File: config.mk
export PLATFORM = sky130hd
export DESIGN_NAME = rename_unit
export DESIGN_NICKNAME = d
export VERILOG_FILES = /design/src/rtl/rename_pkg.sv /design/src/rtl/rn_map_table.sv /design/src/rtl/rn_free_list.sv /design/src/rtl/rename_unit.sv
export SDC_FILE = /design/constraint.sdc
export NUM_CORES = 1
export LEC_CHECK = 0
export BUFFER_PORTS_ARGS = -buffer_cell sky130_fd_sc_hd__buf_4
export CORE_ASPECT_RATIO = 0.5
export CORE_MARGIN = 10
export CORE_UTILIZATION = 54
export DETAILED_ROUTE_END_ITERATION = 10
export GPL_TIMING_DRIVEN = 0
export MAX_ROUTING_LAYER = met4
export PLACE_DENSITY_LB_ADDON = 0.15
export SLEW_MARGIN = 20
export SYNTH_ARGS = -nofsm -noshare
export SYNTH_HDL_FRONTEND = slang
export SYNTH_SLANG_ARGS = --single-unit
File: constraint.sdc
create_clock -name clk -period 2.3 [get_ports clk]
set_input_delay 0.23 -clock clk [delete_from_list [all_inputs] [get_ports clk]]
set_output_delay 0.23 -clock clk [all_outputs]
set_load 0.1 [all_outputs]
File: src/rtl/rename_pkg.sv
package rename_pkg;
    parameter int DEF_ARCH_N = 8;
    parameter int DEF_PHYS_N = 16;

    // first tag left unmapped after reset
    function automatic int first_spare_tag(input int arch_n);
        return arch_n + 1;
    endfunction
endpackage

File: src/rtl/rn_map_table.sv
module rn_map_table #(
    parameter int ARCH_N = 8,
    parameter int TAG_W  = 5,
    localparam int IDX_W = $clog2(ARCH_N)
) (
    input  logic             clk,
    input  logic             rst_n,
    input  logic [IDX_W-1:0] rd_a_idx,
    input  logic [IDX_W-1:0] rd_b_idx,
    output logic [TAG_W-1:0] rd_a_tag,
    output logic             rd_a_rdy,
    output logic [TAG_W-1:0] rd_b_tag,
    output logic             rd_b_rdy,
    input  logic             wr_en,
    input  logic [IDX_W-1:0] wr_idx,
    input  logic [TAG_W-1:0] wr_tag,
    output logic [TAG_W-1:0] wr_old_tag,
    input  logic             cdb_valid,
    input  logic [TAG_W-1:0] cdb_tag
);
    typedef struct packed {
        logic [ARCH_N-1:0][TAG_W-1:0] tag;
        logic [ARCH_N-1:0]            rdy;
    } map_st_t;

    map_st_t           st_d, st_q;
    logic [ARCH_N-1:0] cdb_match;

    function automatic map_st_t reset_state();
        map_st_t s;
        for (int i = 0; i < ARCH_N; i++) begin
            s.tag[i] = TAG_W'(i + 1);
            s.rdy[i] = 1'b1;
        end
        return s;
    endfunction

    // lookups use registered state only
    assign rd_a_tag   = st_q.tag[rd_a_idx];
    assign rd_a_rdy   = st_q.rdy[rd_a_idx];
    assign rd_b_tag   = st_q.tag[rd_b_idx];
    assign rd_b_rdy   = st_q.rdy[rd_b_idx];
    assign wr_old_tag = st_q.tag[wr_idx];

    always_comb begin
        st_d = st_q;
        for (int i = 0; i < ARCH_N; i++) begin
            cdb_match[i] = cdb_valid && (st_q.tag[i] == cdb_tag);
            if (cdb_match[i]) begin
                st_d.rdy[i] = 1'b1;
            end
        end
        // rename overrides a broadcast on the same entry
        if (wr_en) begin
            st_d.tag[wr_idx] = wr_tag;
            st_d.rdy[wr_idx] = 1'b0;
        end
    end

    always_ff @(posedge clk) begin
        if (!rst_n) begin
            st_q <= reset_state();
        end else begin
            st_q <= st_d;
        end
    end


    rename_write_chk: assert property (@(posedge clk) disable iff (!rst_n)
        wr_en |=> (st_q.tag[$past(wr_idx)] == $past(wr_tag)) && !st_q.rdy[$past(wr_idx)]);


    stale_cdb_chk: assert property (@(posedge clk) disable iff (!rst_n)
        (cdb_valid && (cdb_match == '0) && !wr_en) |=> $stable(st_q.rdy));

    for (genvar g = 0; g < ARCH_N; g++) begin : g_rdy_chk

        cdb_wake_chk: assert property (@(posedge clk) disable iff (!rst_n)
            (cdb_match[g] && !(wr_en && (wr_idx == IDX_W'(g)))) |=> st_q.rdy[g]);
    end
endmodule

File: src/rtl/rn_free_list.sv
module rn_free_list #(
    parameter int DEPTH     = 8,
    parameter int TAG_W     = 5,
    parameter int FIRST_TAG = 9,
    localparam int PTR_W    = (DEPTH > 1) ? $clog2(DEPTH) : 1,
    localparam int CNT_W    = $clog2(DEPTH + 1)
) (
    input  logic             clk,
    input  logic             rst_n,
    input  logic             pop,
    input  logic             push,
    input  logic [TAG_W-1:0] push_tag,
    output logic [TAG_W-1:0] head_tag,
    output logic             empty
);
    typedef struct packed {
        logic [DEPTH-1:0][TAG_W-1:0] slot;
        logic [PTR_W-1:0]            rd_ptr;
        logic [PTR_W-1:0]            wr_ptr;
        logic [CNT_W-1:0]            cnt;
    } fl_st_t;

    fl_st_t st_d, st_q;
    logic   full;

    function automatic fl_st_t reset_state();
        fl_st_t s;
        for (int j = 0; j < DEPTH; j++) begin
            s.slot[j] = TAG_W'(FIRST_TAG + j);
        end
        s.rd_ptr = '0;
        s.wr_ptr = '0;
        s.cnt    = CNT_W'(DEPTH);
        return s;
    endfunction

    function automatic logic [PTR_W-1:0] bump(input logic [PTR_W-1:0] p);
        return (p == PTR_W'(DEPTH - 1)) ? '0 : p + 1'b1;
    endfunction

    assign head_tag = st_q.slot[st_q.rd_ptr];
    assign empty    = (st_q.cnt == '0);
    assign full     = (st_q.cnt == CNT_W'(DEPTH));

    always_comb begin
        st_d = st_q;
        if (pop) begin
            st_d.rd_ptr = bump(st_q.rd_ptr);
        end
        if (push) begin
            st_d.slot[st_q.wr_ptr] = push_tag;
            st_d.wr_ptr            = bump(st_q.wr_ptr);
        end
        st_d.cnt = st_q.cnt + CNT_W'(push) - CNT_W'(pop);
    end

    always_ff @(posedge clk) begin
        if (!rst_n) begin
            st_q <= reset_state();
        end else begin
            st_q <= st_d;
        end
    end


    no_overflow_chk: assert property (@(posedge clk) disable iff (!rst_n)
        push |-> (!full || pop));


    no_underflow_chk: assert property (@(posedge clk) disable iff (!rst_n)
        pop |-> !empty);


    push_pop_cnt_chk: assert property (@(posedge clk) disable iff (!rst_n)
        (push && pop) |=> $stable(st_q.cnt));


    pop_advance_chk: assert property (@(posedge clk) disable iff (!rst_n)
        (pop && !push) |=> (st_q.cnt == $past(st_q.cnt) - 1'b1));
endmodule

File: src/rtl/rename_unit.sv
module rename_unit #(
    parameter int ARCH_N  = rename_pkg::DEF_ARCH_N,
    parameter int PHYS_N  = rename_pkg::DEF_PHYS_N,
    localparam int TAG_W  = $clog2(PHYS_N + 1),
    localparam int IDX_W  = $clog2(ARCH_N),
    localparam int FL_DEP = PHYS_N - ARCH_N
) (
    input  logic             clk,
    input  logic             rst_n,
    input  logic             ren_valid,
    input  logic [IDX_W-1:0] src_a_idx,
    input  logic [IDX_W-1:0] src_b_idx,
    input  logic             dst_valid,
    input  logic [IDX_W-1:0] dst_idx,
    output logic [TAG_W-1:0] src_a_tag,
    output logic             src_a_rdy,
    output logic [TAG_W-1:0] src_b_tag,
    output logic             src_b_rdy,
    output logic [TAG_W-1:0] new_tag,
    output logic [TAG_W-1:0] old_tag,
    output logic             ren_fire,
    output logic             ren_stall,
    input  logic             cdb_valid,
    input  logic [TAG_W-1:0] cdb_tag,
    input  logic             rel_valid,
    input  logic [TAG_W-1:0] rel_tag
);
    logic fl_empty;
    logic alloc;

    assign ren_stall = ren_valid && dst_valid && fl_empty;
    assign ren_fire  = ren_valid && !ren_stall;
    assign alloc     = ren_fire && dst_valid;

    rn_map_table #(
        .ARCH_N (ARCH_N),
        .TAG_W  (TAG_W)
    ) u_map (
        .clk        (clk),
        .rst_n      (rst_n),
        .rd_a_idx   (src_a_idx),
        .rd_b_idx   (src_b_idx),
        .rd_a_tag   (src_a_tag),
        .rd_a_rdy   (src_a_rdy),
        .rd_b_tag   (src_b_tag),
        .rd_b_rdy   (src_b_rdy),
        .wr_en      (alloc),
        .wr_idx     (dst_idx),
        .wr_tag     (new_tag),
        .wr_old_tag (old_tag),
        .cdb_valid  (cdb_valid),
        .cdb_tag    (cdb_tag)
    );

    rn_free_list #(
        .DEPTH     (FL_DEP),
        .TAG_W     (TAG_W),
        .FIRST_TAG (rename_pkg::first_spare_tag(ARCH_N))
    ) u_fl (
        .clk      (clk),
        .rst_n    (rst_n),
        .pop      (alloc),
        .push     (rel_valid),
        .push_tag (rel_tag),
        .head_tag (new_tag),
        .empty    (fl_empty)
    );


    stall_freeze_chk: assert property (@(posedge clk) disable iff (!rst_n)
        (ren_stall && !rel_valid) |=> $stable(new_tag) && $stable(fl_empty));


    tag_range_chk: assert property (@(posedge clk) disable iff (!rst_n)
        alloc |-> (new_tag != '0) && (new_tag <= TAG_W'(PHYS_N)));
endmodule

# Word-level counts from Yosys, hierarchy flattened
# Cells that the tools add are included.
classes:
  n_addsub: 4
  order_cmp: 7
  n_eq_ne: 10
  muxes: 31
  bitwise_logic: 2
  n_reduce_logical: 16
op_table:
  columns: ["op", "count"]
  rows:
  - ["$bwmux 40", 2]
  - ["$bmux 5 s3", 4]
  - ["$eq 5x5->1", 8]
  - ["$demux 5 s3", 2]
  - ["$mux 5", 6]
  - ["$lt 3x4->1 const B", 5]
  - ["$logic_and 1x1->1", 14]
  - ["$mux 1", 11]
  - ["$and 8x8->8", 1]
  - ["$mux 8", 1]
  - ["$not 8->8", 1]
  - ["$add 3x1->3 const B", 2]
  - ["$bmux 1 s3", 2]
  - ["$eq 3x3->1 const B", 2]
  - ["$ge 3x1->1 const B", 2]
  - ["$mux 3", 2]
  - ["$add 4x1->4", 1]
  - ["$logic_not 4->1", 1]
  - ["$sub 4x1->4", 1]
  - ["$demux 1 s3", 1]
  - ["$logic_not 1->1", 1]
word_totals:
  regBits: 98
  in_bits: 25
  elab_cells: 90

# Depth between registers and ports, before layout
# Gate-level depths: netlist of the first run.
depth:
  depth_word: 7
  mapped_depth: 12
  depth_no_buf: 11

# Hierarchy
# From an unflattened synthesis of the first run, not the netlist that was laid out.
unflattened:
  hier_cells: 518
  area_unflattened_um2: 5830.6
modules_own_cells:
  columns: ["module", "n_inst", "cells_each", "area_each_um2"]
  rows:
  - ["rn_map_table", 1, 301, 3378.2]
  - ["rn_free_list", 1, 214, 2429.8]
  - ["rename_unit", 1, 3, 22.5]

# Worst setup path before layout of the first run
# Ideal clock, no wire load.
synth_timing:
  path_type: "input -> output"
  from: "input port dst_idx[2]"
  to: "output port old_tag[0]"
  t_arrival_ns: 3.085
  slack_ns: -1.015
  path_stages: 6
  cell_sequence: "buf_2 -> buf_2 -> inv_1 -> nor2_1 -> a221oi_1 -> o21ai_0"
synth_between:
  elab_chain_len: 2
synth_lines:
  columns: ["element", "line", "text"]
  rows:
  - ["from (decl)", "rename_unit.sv:14", "input logic [IDX_W-1:0] dst_idx,"]
  - ["$bmux 5 s3", "rn_map_table.sv:43", "assign wr_old_tag = st_q.tag[wr_idx];"]
  - ["$mux 5 (not written as such)", "rn_map_table.sv:43", null]
  - ["to (decl)", "rename_unit.sv:20", "output logic [TAG_W-1:0] old_tag,"]
# No other way between the ends. The select of a mux whose other input is x is not followed.

# Worst setup path after layout of the first run
layout_timing:
  from: "register u_fl.st_q[8] (netlist bit)"
  to: "output port new_tag[4]"
layout_between:
  elab_chain_len: 2
layout_lines:
  columns: ["element", "line", "text"]
  rows:
  - ["from (decl)", "rn_free_list.sv:23", "fl_st_t st_d, st_q;"]
  - ["from (signal assigned)", "rn_free_list.sv:59", "st_q <= reset_state();"]
  - ["from (signal assigned)", "rn_free_list.sv:61", "st_q <= st_d;"]
  - ["$bmux 5 s3", "rn_free_list.sv:41", "assign head_tag = st_q.slot[st_q.rd_ptr];"]
  - ["$mux 5 (not written as such)", "rn_free_list.sv:41", null]
  - ["to (decl)", "rename_unit.sv:19", "output logic [TAG_W-1:0] new_tag,"]
# No other way between the ends. The select of a mux whose other input is x is not followed.

==> results of run 1 <==
flip-flops by register name, indices dropped and copies added (netlist names):
register / cells
u_fl.st_q: 50
u_map.st_q: 48
placed cells by master (no fill, tap or decap), drive strengths merged, types with 10 or more instances in the layout:
cell type | netlist | final
nor2 | 14 | 14
dfxtp | 98 | 98
clkbuf | 26 | 35
o22ai | 15 | 15
mux2 | 15 | 15
nor2b | 25 | 25
mux4 | 36 | 36
and2 | 10 | 10
buf | 20 | 60
inv | 16 | 20
xor2 | 33 | 33
o21ai | 33 | 33
mux2i | 47 | 47
nand2 | 57 | 57
nor4 | 10 | 10
a221oi | 12 | 12
worst paths after layout:
check,startpoint,to,slack [ps],cells past startpoint
max,u_fl.st_q[8],new_tag[4],100,5
min reg2reg,u_fl.st_q[23],u_fl.st_q[23],470,2
min,rel_valid,u_fl.st_q[0],250,3
max reg2reg,u_fl.st_q[2],u_fl.st_q[2],120,11
what timing repair did:
item,in CTS,in global routing
endpoints found under the setup margin,7,6
hold buffers,0,0
setup buffers,5,3
resized for setup,0,3
hold endpoints to repair,0,0
tightest hold or removal path, stage by stage:
cell and delay, ps:
buf_4 90, ha_2 140, and2_1 100
layer usage:
metal  vias up  track usage  wire (um)
met3        25       0.0508       1330
li1       2102            -          -
met2       186        0.334       7240
met5         -            -          0
met4         0       0.0499        245
met1      2147        0.272       6570
report_power, final:
| group | switching, mW | total, mW | internal [mW] |
|---|---|---|---|
| Clock | 0.706 | 1.57 | 0.865 |
| Sequential | 0.0646 | 1.83 | 1.76 |
| Combinational | 0.747 | 1.18 | 0.429 |
| Total | 1.52 | 4.57 | 3.06 |
kinds of logic after synthesis:
family,synth area share
AO/OA/AOI/OAI,0.102
XOR/XNOR,0.0651
adder cells (fa/ha/maj),0.0235
buffers and inverters,0.0481
flip-flops,0.347
multiplexers,0.269
AND/OR/NAND/NOR,0.145
area by class of cell:
cell class	count	area (um^2)	area share
multi-input cells	390	3450	0.533
flip-flops and latches	98	1960	0.303
repair buffers	40	300	0.0464
clock buffers	9	225	0.0348
plain buffers	46	221	0.0342
well taps	140	175	0.0270
clock inverters	7	82.6	0.0127
inverters	16	60.1	0.00927
==> qor.yml, run 1 <==
timing:
  fin_skew_ps: 8.49
  hold_slack_ps: 245
  tns_ps: 0
  relSlewSlack: 0.467
  fin_crit_ps: 2200
  fin_crit_sh: 0.955
  rsz0062_at_grt: "no"
  hold_violations: 0
  setup_slack_ps: 103
  setup_viol: 0
  tightest_slew_ps: 794
  slew_viol_final: 0
  max_freq_ghz: 0.455
logic_synthesis:
  synthCells: 550
  async_flop_share: 0
  syn_nets: 585
  ys_ff_latch: 98
  synth_cell_types: 45
  netlist_top_cells_count: "dfxtp_1, nand2_1, mux2i_1"
  synth_area_um2: 5650
  ys_top_cells_by_area: "dfxtp_1, mux4_2, mux2i_1"
  synth_top_cell_by_area: "dfxtp_1"
  synthMostInstantiatedCell: "dfxtp_1"
  synthFlopType: "dfxtp_1"
  ys_seq_area_frac: 0.347
  synth_warnings: 0
  synth_edf_count: 0
  syn_area_per_cell_um2: 10.3
  yosysTopAreaCellShare: 0.347
cts:
  cts_tree: "yes"
  cts_root_buf: "clkbuf_16"
  htree_levels: 3
  numCtsBuffers: 9
  clock_sinks: 98
  clockBufferDepth: 2
  insertion_delay_ps: 350
  clkTransAtPathRegs_ps: 70
setup_path:
  crit_buf_inv: 3
  cp_top_family: "multiplexers"
  startpoint_type: "flip-flop"
  slowest_stage: "mux4_2"
  cp.required_ps: 2070
  critPathMaxStageDelay_ps: 580
  crit_fanout: 7
  arrival_ps: 1970
  crit_type: "flip-flop to primary output"
  end_kind: "primary output"
  crit_top_cell: "buf_4"
  worstPathCellList: "buf_4 -> mux4_2 -> mux2i_4 -> inv_1 -> buf_4"
cells_and_area:
  nNetsFinal: 636
  final_cells: 746
  stdcell_area_um2: 6480
  synthToLayoutAreaGrowth_pct: 14.7
  diodes: 0
  finalCoreUtilization: 0.634
  fillCellCount: 871
  drive_gt1_frac: 0.238
drt:
  initialDrtViolationCount: 364
  vias: 4460
  wl_mm: 15.4
  wl_per_cell_um: 20.6
  first_pass_iters: 5
  viasPerCell: 5.98
  ant_nets: 0
  drc_errors: 0
placed_design:
  gp_congestion: 0.970
  placed_cells: 722
  io_buffers: 32
  place_ws_ps: -176
  dp_hpwl_mm: 11.3
  placed_area_um2: 6100
global_routing:
  track_usage: 0.212
  antenna_found_initial: 0
  grt_pass1_wl_mm: 24.7
  grt_pass1_vias: 4429
  grt_max_degree: 19
  grt-ovfl-total: 0
flow_run:
  maxCapViolCount: 0
die:
  fp.coreArea_um2: 10200
  pin_count: 49
  rows: 26
  fp.dieW_um: 165
  die_h_um: 92.3
  dieArea_um2: 15200
  start_util: 0.553
power:
  vdd_drop_max_uv: 348
  power_per_cell_area_nw_per_um2: 706
  cellLeakagePower_nw: 2.50
  p_total_mw: 4.57
outcome:
  outcome: "finished clean"
worst_hold_path:
  min_path_type: "input pin to flip-flop"
Note: power is estimated with default switching activity, not from simulation.
==> inputs of run 2 (changes only) <==
--- a/config.mk
+++ b/config.mk
@@ -8,12 +8,13 @@
 export BUFFER_PORTS_ARGS = -buffer_cell sky130_fd_sc_hd__buf_4
 export CORE_ASPECT_RATIO = 0.5
 export CORE_MARGIN = 10
-export CORE_UTILIZATION = 54
+export CORE_UTILIZATION = 55
 export DETAILED_ROUTE_END_ITERATION = 10
 export GPL_TIMING_DRIVEN = 0
 export MAX_ROUTING_LAYER = met4
-export PLACE_DENSITY_LB_ADDON = 0.15
+export PLACE_DENSITY = 0.79
 export SLEW_MARGIN = 20
 export SYNTH_ARGS = -nofsm -noshare
 export SYNTH_HDL_FRONTEND = slang
+export SYNTH_HIERARCHICAL = 1
 export SYNTH_SLANG_ARGS = --single-unit
==> qor.yml, run 2 <==
outcome:
  outcome: "finished clean"
cells_and_area:
  fillCellCount: 806
  regMostFlops: "u_fl/st_q"
  diodes: 0
  drive_gt1_frac: 0.259
  reg_top3: "u_fl/st_q (50), u_map/st_q (48)"
  final_cells: 711
  mostFrequentLayoutCells: "dfxtp_1, mux2i_1, nor2b_1"
  finalCoreUtilization: 0.650
  stdcell_area_um2: 6680
  layout_commonest_cell: "dfxtp_1"
  nNetsFinal: 601
  largest_reg_flops: 50
  multi_input_area_um2: 3610
  synthToLayoutAreaGrowth_pct: 14.6
  seq_area_um2: 1970
power:
  cellLeakagePower_nw: 2.87
  p_total_mw: 4.64
  power_per_cell_area_nw_per_um2: 694
  vdd_drop_max_uv: 313
placed_design:
  gp_congestion: 0.945
  io_buffers: 35
  place_ws_ps: -200
  dp_hpwl_mm: 10.1
  placed_area_um2: 6270
  placed_cells: 693
logic_synthesis:
  ys_top_cells_by_area: "dfxtp_1, mux2i_1, mux4_2"
  ys_ff_latch: 98
  syn_nets: 553
  async_flop_share: 0
  synthFlopType: "dfxtp_1"
  syn_area_per_cell_um2: 11.3
  synth_edf_count: 0
  synth_top_cell_by_area: "dfxtp_1"
  netlist_top_cells_count: "dfxtp_1, mux2i_1, nor2b_1"
  synth_cell_types: 38
  synth_area_um2: 5830
  synth_warnings: 6
  synthCells: 518
  ys_seq_area_frac: 0.336
  yosysTopAreaCellShare: 0.336
  synthMostInstantiatedCell: "dfxtp_1"
setup_path:
  worstPathCellList: "buf_8 -> mux4_1 -> mux2_2 -> buf_6"
  rr_startpoint: "u_fl/st_q[2]"
  crit_buf_inv: 2
  rr_worst_depth: 9
  r2r_end: "u_map/st_q[11]"
  startpoint_type: "flip-flop"
  slowest_stage: "mux4_1"
  cp.required_ps: 2070
  end_kind: "primary output"
  critPathMaxStageDelay_ps: 610
  crit_type: "flip-flop to primary output"
  r2r_slack_ps: 70
  crit_fanout: 10
  cp_top_family: "multiplexers"
  arrival_ps: 2010
timing:
  rsz0062_at_grt: "no"
  fin_crit_sh: 0.976
  hold_violations: 0
  relSlewSlack: 0.628
  setup_viol: 0
  max_freq_ghz: 0.446
  setup_slack_ps: 56.3
  fin_skew_ps: 5.71
  tightest_slew_ps: 558
  hold_slack_ps: 252
  fin_crit_ps: 2240
  tns_ps: 0
  slew_viol_final: 0
drt:
  initialDrtViolationCount: 389
  drc_errors: 0
  viasPerCell: 5.86
  vias: 4168
  wl_mm: 14.4
  wl_per_cell_um: 20.3
  ant_nets: 0
  first_pass_iters: 5
die:
  fp.dieW_um: 166
  pin_count: 49
  dieArea_um2: 15400
  start_util: 0.567
  fp.coreArea_um2: 10300
  rows: 26
  die_h_um: 92.8
global_routing:
  grt_pass1_vias: 4225
  grt_max_degree: 19
  antenna_found_initial: 0
  grt-ovfl-total: 0
  grt_pass1_wl_mm: 23.1
  track_usage: 0.191
cts:
  cts_tree: "yes"
  numCtsBuffers: 9
  clkTransAtPathRegs_ps: 70
  clock_sinks: 98
  clockBufferDepth: 2
  cts_root_buf: "clkbuf_16"
  insertion_delay_ps: 350
  htree_levels: 3
worst_hold_path:
  hold_end: "u_fl/st_q[0]"
  hp-start: "rel_valid"
  min_path_cells: 3
  min_path_type: "input pin to flip-flop"
flow_run:
  maxCapViolCount: 0
run 2: cell types whose count changed after synthesis, sizes merged, moves of 11 or more:
cell,before,now
mux2i,47,88
o21ai,33,0
xor2,33,0
xnor2,9,41
nor2b,25,54
o22ai,15,0
nand2,57,44
a221oi,12,0
nor2,14,3
run 2: routing by layer:
metal	GRT usage	part of all wire
met2	0.309	0.48
met5	-	0
met1	0.229	0.44
met3	0.0447	0.058
met4	0.0726	0.018
run 2: tightest hold or removal path, stage by stage:
cell	delay, ps
buf_4	90
ha_2	140
and2_1	100
run 2: worst max path at each step:
stage,startpoint,endpoint,cells past startpoint
after floorplan,u_fl/st_q[2],u_fl/st_q[3],10
after global placement,u_fl/st_q[2],u_fl/st_q[3],10
after detailed placement,u_fl/st_q[2],u_fl/st_q[3],10
after CTS,u_fl/st_q[7],new_tag[3],4
after global routing,u_fl/st_q[7],new_tag[1],4
final,u_fl/st_q[7],new_tag[1],4
run 2: area by class of cell:
| cell class | count | area share |
|---|---|---|
| Tap cell | 140 | 0.0262 |
| Clock inverter | 7 | 0.0161 |
| Sequential cell | 98 | 0.294 |
| Buffer | 53 | 0.0406 |
| Timing Repair Buffer | 37 | 0.0444 |
| Multi-Input combinational cell | 360 | 0.541 |
| Inverter | 7 | 0.00393 |
| Clock buffer | 9 | 0.0337 |
run 2: cells by family (layout without fill, tap and decap cells):
kind of cell,after synthesis,after routing,share of synthesized area
and+or+nand+nor,144,144,0.149
AOI/OAI and AO/OA,13,13,0.0165
DFF,98,98,0.336
muxes,152,152,0.364
xor gates and xnor gates,41,41,0.0616
adders and majority gates,10,10,0.0227
buffers and inverters,60,113,0.0498
run 2: repair_timing:
| item | CTS | global route |
|---|---|---|
| hold buffers | 0 | 0 |
| pin swaps | 0 | 3 |
| hold endpoints to repair | 0 | 0 |
| resized for setup | 12 | 7 |
| cloned | 0 | 0 |
| buffers inserted | 1 | 1 |
| endpoints found under the setup margin | 14 | 12 |
run 2: power breakdown:
part	internal, mW	total [mW]	switching, mW
clock	0.974	1.67	0.701
combinational	0.459	1.15	0.693
sequential	1.76	1.81	0.0496
total	3.19	4.64	1.44
